`config.mk`:
```
export PLATFORM = sky130hd
export DESIGN_NAME = uart_apb_regs
export DESIGN_NICKNAME = d
export VERILOG_FILES = /design/src/rtl/uart_regs_pkg.sv /design/src/rtl/uart_regs_ctrl.sv /design/src/rtl/uart_regs_dp.sv /design/src/rtl/uart_apb_regs.sv
export SDC_FILE = /design/constraint.sdc
export NUM_CORES = 1
export LEC_CHECK = 0
export BUFFER_PORTS_ARGS = -buffer_cell sky130_fd_sc_hd__buf_2
export CORE_MARGIN = 2
export CORE_UTILIZATION = 62
export CTS_BUF_LIST = sky130_fd_sc_hd__clkbuf_4 sky130_fd_sc_hd__clkbuf_8 sky130_fd_sc_hd__clkbuf_16
export CTS_CLUSTER_DIAMETER = 200
export DETAILED_ROUTE_END_ITERATION = 6
export PLACE_DENSITY = 0.86
export SLEW_MARGIN = 20
export SYNTH_ARGS = -nofsm -noshare
export SYNTH_HDL_FRONTEND = slang
export SYNTH_SLANG_ARGS = --single-unit
```
`constraint.sdc`:
```
create_clock -name clk -period 9.78 [get_ports clk]
set_input_delay 1.956 -clock clk [delete_from_list [all_inputs] [get_ports clk]]
set_output_delay 1.956 -clock clk [all_outputs]
set_load 0.01 [all_outputs]
```
`src/rtl/uart_regs_pkg.sv`:
```
package uart_regs_pkg;

  // Register byte offsets (decoded on address bits 7:0)
  localparam logic [7:0] OFF_DATA    = 8'h00;
  localparam logic [7:0] OFF_DATA_B3 = 8'h03;
  localparam logic [7:0] OFF_STATUS  = 8'h04;
  localparam logic [7:0] OFF_CTRL    = 8'h08;

  // Control bit positions
  localparam int CB_RX_EN  = 0;
  localparam int CB_TX_EN  = 1;
  localparam int CB_RX_IRQ = 2;
  localparam int CB_TX_IRQ = 3;

  typedef enum logic [1:0] {RD_NONE, RD_DATA, RD_STATUS, RD_CTRL} rdSel_e;

  typedef struct packed {
    logic rxPush;
    logic rxPop;
  } uartStrobes_t;

endpackage

```
`src/rtl/uart_regs_ctrl.sv`:
```
module uart_regs_ctrl
  import uart_regs_pkg::*;
(
  input  logic         clk,
  input  logic         rstN,
  input  logic         psel,
  input  logic         penable,
  input  logic         pwrite,
  input  logic [7:0]   addrLow,
  input  logic [31:0]  pwdata,
  input  logic         rxValid,
  input  logic         rxReady,
  input  logic         txReady,
  input  logic         fifoEmpty,
  output uartStrobes_t strobes,
  output rdSel_e       rdSel,
  output logic [31:0]  ctrlQ,
  output logic         txValid,
  output logic [7:0]   txData,
  output logic         irq
);

  logic accessPhase;
  logic isData;
  logic txDone;
  logic rxTaken;

  assign accessPhase = psel && penable;
  assign isData      = (addrLow == OFF_DATA) || (addrLow == OFF_DATA_B3);

  assign rxTaken        = rxValid && rxReady && ctrlQ[CB_RX_EN];
  assign strobes.rxPush = rxTaken;
  assign strobes.rxPop  = accessPhase && !pwrite && isData && !fifoEmpty;

  assign txValid = accessPhase && pwrite && isData && ctrlQ[CB_TX_EN];
  assign txData  = pwdata[7:0];
  assign txDone  = txValid && txReady;

  always_comb begin
    rdSel = RD_NONE;
    if (accessPhase && !pwrite) begin
      if (isData)                     rdSel = RD_DATA;
      else if (addrLow == OFF_STATUS) rdSel = RD_STATUS;
      else if (addrLow == OFF_CTRL)   rdSel = RD_CTRL;
    end
  end

  always_ff @(posedge clk) begin
    if (!rstN) begin
      ctrlQ <= '0;
      irq   <= 1'b0;
    end else begin
      if (accessPhase && pwrite && (addrLow == OFF_CTRL)) ctrlQ <= pwdata;
      irq <= (rxTaken && ctrlQ[CB_RX_IRQ]) || (txDone && ctrlQ[CB_TX_IRQ]);
    end
  end

endmodule

```
`src/rtl/uart_regs_dp.sv`:
```
module uart_regs_dp
  import uart_regs_pkg::*;
#(
  parameter int DEPTH = 16,
  localparam int PTR_W = (DEPTH > 1) ? $clog2(DEPTH) : 1,
  localparam int CNT_W = $clog2(DEPTH + 1)
)(
  input  logic         clk,
  input  logic         rstN,
  input  uartStrobes_t strobes,
  input  rdSel_e       rdSel,
  input  logic [31:0]  ctrlQ,
  input  logic [7:0]   rxData,
  output logic         rxReady,
  output logic         fifoEmpty,
  output logic [CNT_W-1:0] rxCount,
  output logic [31:0]  prdata
);

  localparam logic [CNT_W-1:0] FULL_CNT = CNT_W'(DEPTH);
  localparam logic [CNT_W-1:0] HALF_CNT = CNT_W'(DEPTH / 2);
  localparam logic [PTR_W-1:0] LAST_PTR = PTR_W'(DEPTH - 1);

  logic [7:0]       mem [DEPTH];
  logic [PTR_W-1:0] wrPtr, rdPtr;
  logic [31:0]      statusWord;

  assign fifoEmpty = (rxCount == '0);
  assign rxReady   = (rxCount != FULL_CNT);

  always_ff @(posedge clk) begin
    if (strobes.rxPush) mem[wrPtr] <= rxData;
  end

  always_ff @(posedge clk) begin
    if (!rstN) begin
      wrPtr   <= '0;
      rdPtr   <= '0;
      rxCount <= '0;
    end else begin
      if (strobes.rxPush) wrPtr <= (wrPtr == LAST_PTR) ? '0 : wrPtr + 1'b1;
      if (strobes.rxPop)  rdPtr <= (rdPtr == LAST_PTR) ? '0 : rdPtr + 1'b1;
      case ({strobes.rxPush, strobes.rxPop})
        2'b10:   rxCount <= rxCount + 1'b1;
        2'b01:   rxCount <= rxCount - 1'b1;
        default: rxCount <= rxCount;
      endcase
    end
  end

  always_comb begin
    statusWord     = '0;
    statusWord[0]  = !fifoEmpty;
    statusWord[1]  = 1'b1;
    statusWord[2]  = 1'b1;
    statusWord[8]  = (rxCount >= HALF_CNT);
    statusWord[10] = (rxCount == FULL_CNT);
  end

  always_comb begin
    unique case (rdSel)
      RD_DATA:   prdata = fifoEmpty ? 32'h0 : {24'h0, mem[rdPtr]};
      RD_STATUS: prdata = statusWord;
      RD_CTRL:   prdata = ctrlQ;
      default:   prdata = 32'h0;
    endcase
  end

endmodule

```
`src/rtl/uart_apb_regs.sv`:
```
module uart_apb_regs
  import uart_regs_pkg::*;
#(
  parameter int ADDR_W = 12,
  parameter int DEPTH  = 16,
  localparam int CNT_W = $clog2(DEPTH + 1)
)(
  input  logic              clk,
  input  logic              rstN,
  input  logic              psel,
  input  logic              penable,
  input  logic              pwrite,
  input  logic [ADDR_W-1:0] paddr,
  input  logic [31:0]       pwdata,
  output logic [31:0]       prdata,
  output logic              pready,
  output logic              pslverr,
  input  logic [7:0]        rxData,
  input  logic              rxValid,
  output logic              rxReady,
  output logic [7:0]        txData,
  output logic              txValid,
  input  logic              txReady,
  output logic              irq
);

  uartStrobes_t     strobes;
  rdSel_e           rdSel;
  logic [31:0]      ctrlQ;
  logic             fifoEmpty;
  logic [CNT_W-1:0] rxCount;

  assign pready  = 1'b1;
  assign pslverr = 1'b0;

  generate
    if (ADDR_W > 8) begin : g_highAddr
      logic unusedHighAddr;
      assign unusedHighAddr = ^paddr[ADDR_W-1:8];
    end
  endgenerate

  uart_regs_ctrl u_ctrl (
    .clk(clk), .rstN(rstN), .psel(psel), .penable(penable), .pwrite(pwrite),
    .addrLow(paddr[7:0]), .pwdata(pwdata), .rxValid(rxValid), .rxReady(rxReady),
    .txReady(txReady), .fifoEmpty(fifoEmpty), .strobes(strobes), .rdSel(rdSel),
    .ctrlQ(ctrlQ), .txValid(txValid), .txData(txData), .irq(irq)
  );

  uart_regs_dp #(.DEPTH(DEPTH)) u_dp (
    .clk(clk), .rstN(rstN), .strobes(strobes), .rdSel(rdSel), .ctrlQ(ctrlQ),
    .rxData(rxData), .rxReady(rxReady), .fifoEmpty(fifoEmpty),
    .rxCount(rxCount), .prdata(prdata)
  );

endmodule

```
==> results.cfg <==
[timing]
period_needed_ns = 5.70
fmax_mhz = 175
fin_crit_sh_pct = 58.3
holdWs_ns = 0.447
finalSetupViolations = 0
setup_tns_ns = 0
hold_viol = 0
rsz0062_at_grt = false
skew_ns = 0.00759
relSlewSlack_pct = 29.4
worstMarginPinSlew_ns = 1.06
fin_ws_ns = 4.08
drv_slew = 0

[worst_setup_path]
critPathArrivalTime_ns = 3.75
cp_max_fo = 12
cp_slowest_cell = and2_1
crit_start = paddr[6]
cp-end-kind = output port
cp_cell_sequence = buf_2, and4bb_2, and4_1, and2_1, o211ai_2, nand3_1, buf_2
path_buf_inv = 2
reg2reg_from = u_dp.rxCount[1]$_SDFFE_PN0P_
timing.critical_path.max_delay_family = simple AND/OR/NAND/NOR gates
cp_slowest_stage_delay_ns = 0.56
worstSetupPathType = primary input to output port
path_common_cell = buf_2
cp.required_ns = 7.82
startpoint_type = primary input

[clocking]
cts_resized = 0
post_cts_buffers = 0
numCtsBuffers = 17
htreeDepth = 4
cts_buffer_depth = 2
cts.clk_slew.worst_paths_ns = 0.06
clockRootBuffer = clkbuf_16
cts_sinks = 178
hold_buffers = 0
clock_latency_ns = 0.43
cts_tree = done

[floorplan]
die_y_um = 115
dieWidth_um = 115
ios = 104
start_util_pct = 63.5
dieArea_sq_mm = 0.0132
coreArea_sq_mm = 0.0120
num_rows = 40

[global_routing]
grt_pass1_vias = 4629
grt_overflow_total = 0
grt_pass1_wl_um = 24200
grt_util_met1_pct = 33.5
grt_max_degree = 50
grtUsageMet3_pct = 6.25
antenna_found_initial = 0
grt.busiest_layer = met2
met2_usage_pct = 40.7
grt_use_total_pct = 25.1

[cells_and_area]
diodes = 0
layoutNonFillerInstCount = 790
drive_gt1_share_pct = 27.8
final_cell_area_sq_mm = 0.00864
nNetsFinal = 697
finish.utilization_pct = 72.2
fillers = 747
syn2layout_area_growth_pct = 13.8

[job]
cap_violations = 0

[yosys]
yosysTopAreaCell = edfxtp_1
synth_warnings = 0
synth_top_area_share_pct = 50.6
async_reset_ff_share_pct = 0
netlist_area_sq_mm = 0.00759
synthCells = 553
synthTopCellsByArea = edfxtp_1 (51%), dfxtp_1 (13%), mux4_2 (7.4%)
synth_flop_cell = edfxtp_1
yosysSeqAreaShare_pct = 63.8
synth_edf_count = 128
synthTopCellsByCount = edfxtp_1 (128), nand2_1 (80), dfxtp_1 (50)
synth_most_common_cell = edfxtp_1
synth-seq-cells = 178
syn_nets = 620
ys_types = 52
synth_area_per_cell_sq_um = 13.7

[pwr]
combPwrFrac_pct = 2.0
switchingPower_mw = 0.285
power.total_mw = 1.50
power_density_mw_per_mm2 = 173
swShare_pct = 19.0
peakVddDrop_mv = 0.155
p_leak_nw = 3.05
power.internal_mw = 1.21
pwr-share-clk_pct = 44.2
seqPwrFrac_pct = 53.9

[hold_path]
min-delay-start = u_ctrl.ctrlQ[30]$_SDFFE_PN0P_
hold_path_class = flip-flop to flip-flop

[placement]
pre_cts_ws_ns = 4.12
place_hpwl_um = 10100
gp_congestion = 0.861
io_buffers = 97
placed_area_sq_mm = 0.00805
dp_cells = 758

[drt]
antenna_left = 0
drt_iter0_drc = 617
drc = 0
viasPerCell = 5.99
post_drt_wl_per_cell_um = 19.9
drt_first_pass_iters = 5
wl_um = 15700
vias = 4735

[status]
status = completed
## sequential cells by signal, indices dropped and copies added (netlist names), named ones only
name          cells
u_ctrl.ctrlQ     32
u_ctrl.irq        1
u_dp.mem        128
u_dp.rdPtr        4
u_dp.rxCount      5
u_dp.wrPtr        4
## worst min-delay path, stage by stage (launching register included)
cell     delay [ns]
dfxtp_1        0.30
nand2_1        0.05
a21oi_1        0.05
## kinds of logic after synthesis
logic type	share of synthesized area (%)
flops	63.8
simple gates	11.4
mux	11.8
other cells	0.0989
fa+ha+maj	1.32
compound gates	6.89
buf+inv	3.82
xor+xnor	0.807
## power by group through the flow
stage | combinational (mW) | clock, mW | sequential, mW
after detailed placement | 0.0290 | 0 | 0.823
after global placement | 0.0277 | 0 | 0.823
final | 0.0294 | 0.662 | 0.807
after floorplan | 0.00898 | 0 | 0.823
after CTS | 0.0291 | 0.669 | 0.807
after global routing | 0.0319 | 0.695 | 0.806
## layer usage
layer	share of wire (%)	routed length [um]	vias to the layer above
li1	-	-	2187
met1	41	6370	2325
met2	51	7990	205
met3	7.2	1130	18
met4	1.2	193	0
met5	0	0	-
## worst paths after layout
path | to | slack [ns] | cells after the start
hold / removal | u_ctrl.ctrlQ[30]$_SDFFE_PN0P_ | 0.45 | 2
setup reg to reg | u_dp.rxCount[4]$_SDFFE_PN0P_ | 6.31 | 11
setup / recovery | prdata[1] | 4.08 | 7
hold reg to reg | u_ctrl.ctrlQ[30]$_SDFFE_PN0P_ | 0.45 | 2
## placed cells by master, fill, tap and decap left out, drive strengths merged, types with 3 or more instances in the layout
cell type | netlist | layout
a211oi | 6 | 6
a21oi | 49 | 49
a22o | 6 | 6
a31oi | 3 | 3
and2 | 25 | 25
and3 | 3 | 3
and4bb | 3 | 3
buf | 30 | 103
clkbuf | 15 | 22
clkinv | 0 | 7
dfxtp | 50 | 50
edfxtp | 128 | 128
ha | 8 | 8
inv | 5 | 5
mux2i | 13 | 13
mux4 | 32 | 32
nand2 | 80 | 80
nand2b | 5 | 5
nand3 | 7 | 7
nor2 | 35 | 35
nor2b | 7 | 7
nor3 | 6 | 6
o21ai | 5 | 5
xor2 | 5 | 5
## area by class of cell
type                       instances  area [sq um]  area share [%]
sequential                       178          4850            56.1
multi-input combinational        325          2480            28.7
timing repair buffer             103           531            6.14
clock buffer                      22           475            5.50
tap                              147           184            2.13
clock inverter                    10           109            1.26
inverter                           5          18.8           0.217
Power figures use the tool's default switching activity.
